### src/rtl/fwt_pkg.sv
package fwt_pkg;
    localparam int unsigned FWT_DEPTH = 64;
    localparam int unsigned LINE_W    = 26;
    localparam int unsigned BR_W      = 8;
    localparam int unsigned EXTRA_W   = 2;
    localparam int unsigned RET_W     = 3;
    localparam int unsigned NUM_THR   = 2;

    localparam int unsigned IDX_W     = $clog2(FWT_DEPTH);
    localparam int unsigned CNT_W     = IDX_W + 1;
    localparam int unsigned MAX_PARTS = 1 << EXTRA_W;
    localparam int unsigned HALF      = FWT_DEPTH / 2;

    typedef logic [IDX_W-1:0]   idx_t;
    typedef logic [CNT_W-1:0]   cnt_t;
    typedef logic [EXTRA_W-1:0] part_t;

    typedef struct packed {
        logic [LINE_W-1:0] line;
        logic [BR_W-1:0]   br;
        part_t             part;
        logic              last;
    } fw_entry_t;

    function automatic cnt_t region_size(input logic smt);
        return smt ? cnt_t'(HALF) : cnt_t'(FWT_DEPTH);
    endfunction

    function automatic idx_t region_mask(input logic smt);
        return smt ? idx_t'(HALF - 1) : idx_t'(FWT_DEPTH - 1);
    endfunction

    function automatic idx_t region_base(input logic smt, input logic tid);
        return (smt && tid) ? idx_t'(HALF) : idx_t'(0);
    endfunction

    function automatic idx_t wrap_idx(input logic smt, input logic tid, input idx_t off);
        return region_base(smt, tid) | (off & region_mask(smt));
    endfunction
endpackage

### src/rtl/fwt_thread_ctrl.sv
module fwt_thread_ctrl
    import fwt_pkg::*;
(
    input  logic clk,
    input  logic rst,
    input  logic mode_smt,
    input  logic mode_reset,
    input  logic alloc_go,
    input  cnt_t alloc_need,
    input  logic ret_go,
    input  cnt_t ret_n,
    input  logic flush_go,
    input  logic flush_clear,
    input  idx_t flush_idx,
    output idx_t head_off,
    output idx_t tail_off,
    output cnt_t cnt,
    output cnt_t free
);
    idx_t mask;
    cnt_t size;
    idx_t keep_dist;

    always_comb begin
        mask      = region_mask(mode_smt);
        size      = region_size(mode_smt);
        tail_off  = (head_off + cnt[IDX_W-1:0]) & mask;
        free      = size - cnt;
        keep_dist = ((flush_idx & mask) - head_off) & mask;
    end

    always_ff @(posedge clk) begin
        if (rst || mode_reset) begin
            head_off <= '0;
            cnt      <= '0;
        end else if (flush_go) begin
            cnt <= flush_clear ? cnt_t'(0) : cnt_t'({1'b0, keep_dist}) + cnt_t'(1);
        end else begin
            if (ret_go)
                head_off <= (head_off + ret_n[IDX_W-1:0]) & mask;
            cnt <= cnt + (alloc_go ? alloc_need : cnt_t'(0)) - (ret_go ? ret_n : cnt_t'(0));
        end
    end


    cnt_bound_chk: assert property (@(posedge clk) disable iff (rst) cnt <= size);

    no_overflow_chk: assert property (@(posedge clk) disable iff (rst)
        alloc_go |-> alloc_need <= free);

    ret_within_chk: assert property (@(posedge clk) disable iff (rst)
        (ret_go && !flush_go) |-> ret_n <= cnt);

    alloc_grow_chk: assert property (@(posedge clk) disable iff (rst)
        (alloc_go && !ret_go && !flush_go && !mode_reset) |=> cnt == $past(cnt) + $past(alloc_need));

    flush_clear_chk: assert property (@(posedge clk) disable iff (rst)
        (flush_go && flush_clear && !mode_reset) |=> cnt == '0);
endmodule

### src/rtl/fwt_entry_store.sv
module fwt_entry_store
    import fwt_pkg::*;
(
    input  logic              clk,
    input  logic              wr_en,
    input  logic              wr_smt,
    input  logic              wr_tid,
    input  idx_t              wr_tail,
    input  part_t             wr_extra,
    input  logic [LINE_W-1:0] wr_line,
    input  logic [BR_W-1:0]   wr_br,
    input  idx_t              rd_idx,
    output fw_entry_t         rd_entry
);
    fw_entry_t mem [FWT_DEPTH];

    always_ff @(posedge clk) begin
        for (int k = 0; k < MAX_PARTS; k++) begin
            if (wr_en && (part_t'(k) <= wr_extra)) begin
                mem[wrap_idx(wr_smt, wr_tid, wr_tail + idx_t'(k))] <=
                    {wr_line, wr_br, part_t'(k), (part_t'(k) == wr_extra)};
            end
        end
    end

    assign rd_entry = mem[rd_idx];
endmodule

### src/rtl/fwt_tracker.sv
module fwt_tracker
    import fwt_pkg::*;
(
    input  logic              clk,
    input  logic              rst,
    input  logic              smt_mode,
    input  logic              alloc_valid,
    input  logic              alloc_tid,
    input  logic [LINE_W-1:0] alloc_line,
    input  logic [EXTRA_W-1:0] alloc_extra,
    input  logic [BR_W-1:0]   alloc_br,
    output logic              alloc_ok,
    output logic [IDX_W-1:0]  alloc_idx,
    input  logic              ret_valid,
    input  logic              ret_tid,
    input  logic [RET_W-1:0]  ret_cnt,
    input  logic              flush_valid,
    input  logic              flush_tid,
    input  logic              flush_all,
    input  logic [IDX_W-1:0]  flush_idx,
    input  logic              peek_tid,
    output logic [CNT_W-1:0]  free_cnt,
    output logic              full,
    output logic              head_valid,
    output logic [IDX_W-1:0]  head_idx,
    output logic [LINE_W-1:0] head_line,
    output logic [BR_W-1:0]   head_br,
    output logic [EXTRA_W-1:0] head_part,
    output logic              head_last
);
    logic      mode_q;
    logic      mode_switch;
    cnt_t      need;
    idx_t      thr_head [NUM_THR];
    idx_t      thr_tail [NUM_THR];
    cnt_t      thr_cnt  [NUM_THR];
    cnt_t      thr_free [NUM_THR];
    logic      thr_alloc [NUM_THR];
    logic      thr_ret   [NUM_THR];
    logic      thr_flush [NUM_THR];
    fw_entry_t head_ent;

    always_comb begin
        need        = cnt_t'(alloc_extra) + cnt_t'(1);
        mode_switch = (smt_mode != mode_q) && (thr_cnt[0] == '0) && (thr_cnt[1] == '0);
        alloc_ok    = alloc_valid
                   && (smt_mode == mode_q)
                   && (!alloc_tid || mode_q)
                   && !(flush_valid && (flush_tid == alloc_tid))
                   && (need <= thr_free[alloc_tid]);
        alloc_idx   = wrap_idx(mode_q, alloc_tid, thr_tail[alloc_tid]);
    end

    always_ff @(posedge clk) begin
        if (rst)
            mode_q <= 1'b0;
        else if (mode_switch)
            mode_q <= smt_mode;
    end

    for (genvar t = 0; t < NUM_THR; t++) begin : g_thr
        always_comb begin
            thr_flush[t] = flush_valid && (flush_tid == 1'(t));
            thr_alloc[t] = alloc_ok && (alloc_tid == 1'(t));
            thr_ret[t]   = ret_valid && (ret_tid == 1'(t)) && !thr_flush[t];
        end

        fwt_thread_ctrl u_ctrl (
            .clk        (clk),
            .rst        (rst),
            .mode_smt   (mode_q),
            .mode_reset (mode_switch),
            .alloc_go   (thr_alloc[t]),
            .alloc_need (need),
            .ret_go     (thr_ret[t]),
            .ret_n      (cnt_t'(ret_cnt)),
            .flush_go   (thr_flush[t]),
            .flush_clear(flush_all),
            .flush_idx  (flush_idx),
            .head_off   (thr_head[t]),
            .tail_off   (thr_tail[t]),
            .cnt        (thr_cnt[t]),
            .free       (thr_free[t])
        );
    end

    fwt_entry_store u_store (
        .clk     (clk),
        .wr_en   (alloc_ok),
        .wr_smt  (mode_q),
        .wr_tid  (alloc_tid),
        .wr_tail (thr_tail[alloc_tid]),
        .wr_extra(alloc_extra),
        .wr_line (alloc_line),
        .wr_br   (alloc_br),
        .rd_idx  (head_idx),
        .rd_entry(head_ent)
    );

    always_comb begin
        head_idx   = wrap_idx(mode_q, peek_tid, thr_head[peek_tid]);
        head_valid = thr_cnt[peek_tid] != '0;
        free_cnt   = thr_free[peek_tid];
        full       = thr_free[peek_tid] == '0;
        head_line  = head_ent.line;
        head_br    = head_ent.br;
        head_part  = head_ent.part;
        head_last  = head_ent.last;
    end


    mode_switch_chk: assert property (@(posedge clk) disable iff (rst)
        (mode_q != $past(mode_q)) |-> ($past(thr_cnt[0]) == '0 && $past(thr_cnt[1]) == '0));

    single_t1_idle_chk: assert property (@(posedge clk) disable iff (rst)
        !mode_q |-> thr_cnt[1] == '0);

    smt_region_chk: assert property (@(posedge clk) disable iff (rst)
        (alloc_ok && mode_q) |-> alloc_idx[IDX_W-1] == alloc_tid);
endmodule

### config.mk
export PLATFORM = sky130hd
export DESIGN_NAME = fwt_tracker
export DESIGN_NICKNAME = d
export VERILOG_FILES = /design/src/rtl/fwt_pkg.sv /design/src/rtl/fwt_thread_ctrl.sv /design/src/rtl/fwt_entry_store.sv /design/src/rtl/fwt_tracker.sv
export SDC_FILE = /design/constraint.sdc
export NUM_CORES = 2
export LEC_CHECK = 0
export CELL_PAD_IN_SITES_DETAIL_PLACEMENT = 0
export CELL_PAD_IN_SITES_GLOBAL_PLACEMENT = 1
export CORE_ASPECT_RATIO = 2
export CORE_MARGIN = 2
export CORE_UTILIZATION = 47
export DETAILED_ROUTE_END_ITERATION = 10
export GPL_TIMING_DRIVEN = 0
export PLACE_DENSITY = 0.81
export SYNTH_ARGS = -nofsm -noshare
export SYNTH_HDL_FRONTEND = slang
export SYNTH_SLANG_ARGS = --single-unit
### constraint.sdc
create_clock -name clk -period 5.75 [get_ports clk]
set_input_delay 1.15 -clock clk [delete_from_list [all_inputs] [get_ports clk]]
set_output_delay 1.15 -clock clk [all_outputs]
set_load 0.01 [all_outputs]
==> flow_metrics.tcl <==
set metrics [dict create \
    status "finished with violations" \
    violations "max-capacitance violations, max-slew violations, negative setup slack" \
    ys_types 86 \
    drv_cap 3 \
    max_clock_freq_mhz 167 \
    path_class "register to primary output" \
    synth-simple-area-share 0.187 \
    synth.mux.area_fraction 0.00262 \
    die_w_um 333 \
    yosys.area.top_type_share 0.662 \
    finalCritPeriodShare 1.04 \
    synth_top_family_by_area "simple AND/OR/NAND/NOR gates" \
    worst_slew_pin_slew_ps 1610 \
    start_util 0.472 \
    crit_path_frequent_cell "a311oi_2" \
    power.share.switching 0.300 \
    synth_compound_area_frac 0.0775 \
    wl_um 430000 \
    synth_area_um2 102000 \
    power.internal_uw 29600 \
    seq_area_um2 70400 \
    worstPathArrival_ps 4840 \
    cts_root_buf "clkbuf_16" \
    irDropWorstVdd_uv 232 \
    overflow 0 \
    finalHoldViolCount 0 \
    grt_max_degree 65 \
    wl_per_cell_um 35.6 \
    setup_viol 7 \
    yosysSeqAreaShare 0.692 \
    rows 241 \
    cp-end-kind "primary output" \
    grtUsageTotal 0.385 \
    p_switching_uw 12700 \
    slew_headroom -0.0772 \
    hold_class "register to register" \
    finalCriticalPeriod_ps 5990 \
    clk_path_buf_depth 4 \
    power.density_nw_per_um2 347 \
    post-synth-top-count-cell "nand2_1" \
    cp_slowest_stage_delay_ps 610 \
    yosysWarnings 0 \
    area_growth_pct 19.7 \
    grt_pass1_wl_um 589000 \
    cts_hold_buf 0 \
    synthAdderAreaFrac 0.00963 \
    die_h_um 662 \
    place_worst_setup_slack_ps -2890 \
    synth.avg_cell_area_um2 11.8 \
    synth_edf_count 2240 \
    startpoint_type "register" \
    critPathMaxFanout 10 \
    required_ps 4600 \
    synth_xor_xnor_area_share 0.00559 \
    cts_tree "yes" \
    drt-pass1-iter-count 8 \
    num-fill-cells 17500 \
    synthFlopType "edfxtp_1" \
    ys_ff_latch 2395 \
    ys_top_cells_by_area "edfxtp_1 66%, nand2_1 9.6%, nand3_1 6.4%" \
    comb_power_share 0.194 \
    pwr-share-seq 0.470 \
    multi_input_area_um2 33000 \
    htreeDepth 4 \
    grt_antenna_before_repair 27 \
    crit_path_top_delay_cell "a311oi_4" \
    synth_cells 8614 \
    drt-initial-drc-count 10600 \
    synthTopCellsByCount "2609 x nand2_1, 2240 x edfxtp_1, 1306 x nand3_1, 520 x clkbuf_1, 371 x a311oi_1" \
    synth_largest_area_cell "edfxtp_1" \
    vias 78200 \
    drive_above_1_share 0.164 \
    routabilityCongestion 1.00 \
    clk_latency_ps 910 \
    nets 9255 \
    clock-sinks 2395 \
    fin_ws_ps -236 \
    syn_nets 8741 \
    numPortBuffers 113 \
    die_area_um2 220000 \
    drc 0 \
    core_area_um2 215000 \
    power_leakage_uw 0.0422 \
    avgViaCountPerCell 6.46 \
    skew_ps 37.7 \
    grt_pass1_vias 76500 \
    ant_nets 0 \
    pin_count 115 \
    cts_inserted_buffers 209 \
    rsz0062_at_grt "true" \
    worstPathCellList "inv_1, o21a_4, clkbuf_8, clkbuf_4, a311oi_2, a311oi_4, a311oi_2, a21oi_2, a21oi_4, clkdlybuf4s50_1" \
    place_hpwl_um 313000 \
    holdWs_ps 451 \
    report.final.slew_viol_count 29 \
    async_flop_share 0 \
    clkTransAtPathRegs_ps 60 \
    pwr-share-clk 0.336 \
]
[power groups by stage]
stage | clock, µW | combinational, µW | sequential [µW]
after global routing | 14800 | 8460 | 19900
after global placement | 0 | 6950 | 20300
after detailed placement | 0 | 7190 | 20200
after floorplan | 0 | 3710 | 20100
final | 14200 | 8180 | 19800
after CTS | 14200 | 7870 | 19800
[through the flow]
| stage | utilization | total power [µW] | setup TNS, ps | std cells | cell area, µm² |
|---|---|---|---|---|---|
| after global placement | 0.494 | 27200 | -5971470 | 11500 | 106000 |
| after floorplan | - | 23800 | 0 | 8614 | 102000 |
| after global routing | 0.565 | 43100 | -105 | 12100 | 122000 |
| final | 0.565 | 42200 | -394 | 12100 | 122000 |
| after CTS | 0.562 | 41800 | -168 | 12100 | 121000 |
| after detailed placement | 0.508 | 27400 | -1956790 | 11700 | 109000 |
[routing by layer]
metal	track usage	routed length (µm)	up-vias
met5	0	108	-
met4	0.392	54000	18
met3	0.0713	36200	1584
met2	0.643	207000	5000
met1	0.399	133000	38800
li1	-	-	32800
[critical path, delay by kind of cell, from the launching register on]
family	cells	cell delay, ps
flip-flops	1	350
AO/OA/AOI/OAI	6	1820
buffers and inverters	4	1640
[what timing repair did]
item / in CTS / in global routing
gates cloned: 1 / 2
setup endpoints to repair: 773 / 522
pin swaps: 86 / 61
gates resized for setup: 1210 / 171
buffers inserted: 18 / 16
[state kept, by name (all words and copies together), names as in the netlist]
| name | count |
|---|---|
| g_thr.u_ctrl.head_off | 12 |
| u_store.mem | 2368 |
| mode_q | 1 |
| g_thr.u_ctrl.cnt | 14 |
[cell type report]
type / instances / area share
clock inverters: 109 / 0.00880
flip-flops and latches: 2395 / 0.578
repair buffers: 303 / 0.0333
well taps: 2794 / 0.0287
plain buffers: 601 / 0.0323
diodes: 16 / 0.000329
multi-input cells: 5553 / 0.271
clock buffers: 256 / 0.0451
inverters: 65 / 0.00207
[placed cells by master (no fill, tap or decap), types with 124 or more instances in the layout]
master,synthesis,routed
a311oi_2,0,170
and3_1,164,164
clkbuf_1,520,145
clkbuf_16,0,223
clkbuf_2,0,221
clkbuf_4,0,124
dfxtp_1,155,151
edfxtp_1,2240,2240
nand2_1,2609,2600
nand3_1,1306,1281
[kinds of logic after synthesis]
| kind of cell | Yosys count |
|---|---|
| buf+inv | 667 |
| flops | 2395 |
| xor+xnor | 64 |
| compound gates | 1037 |
| fa+ha+maj | 71 |
| mux | 26 |
| simple gates | 4354 |
[final timing paths]
path / from / end / slack (ps) / cells past startpoint
max reg2reg: g_thr[1].u_ctrl.cnt[0]$_SDFF_PP0_ / u_store.mem[26][30]$_DFFE_PP_ / 30 / 14
max: g_thr[0].u_ctrl.head_off[4]$_SDFFE_PP0P_ / head_br[1] / -240 / 10
min: u_store.mem[24][1]$_SDFFE_PP1P_ / u_store.mem[24][1]$_SDFFE_PP1P_ / 450 / 2
min reg2reg: u_store.mem[24][1]$_SDFFE_PP1P_ / u_store.mem[24][1]$_SDFFE_PP1P_ / 450 / 2
Power figures use the tool's default switching activity.
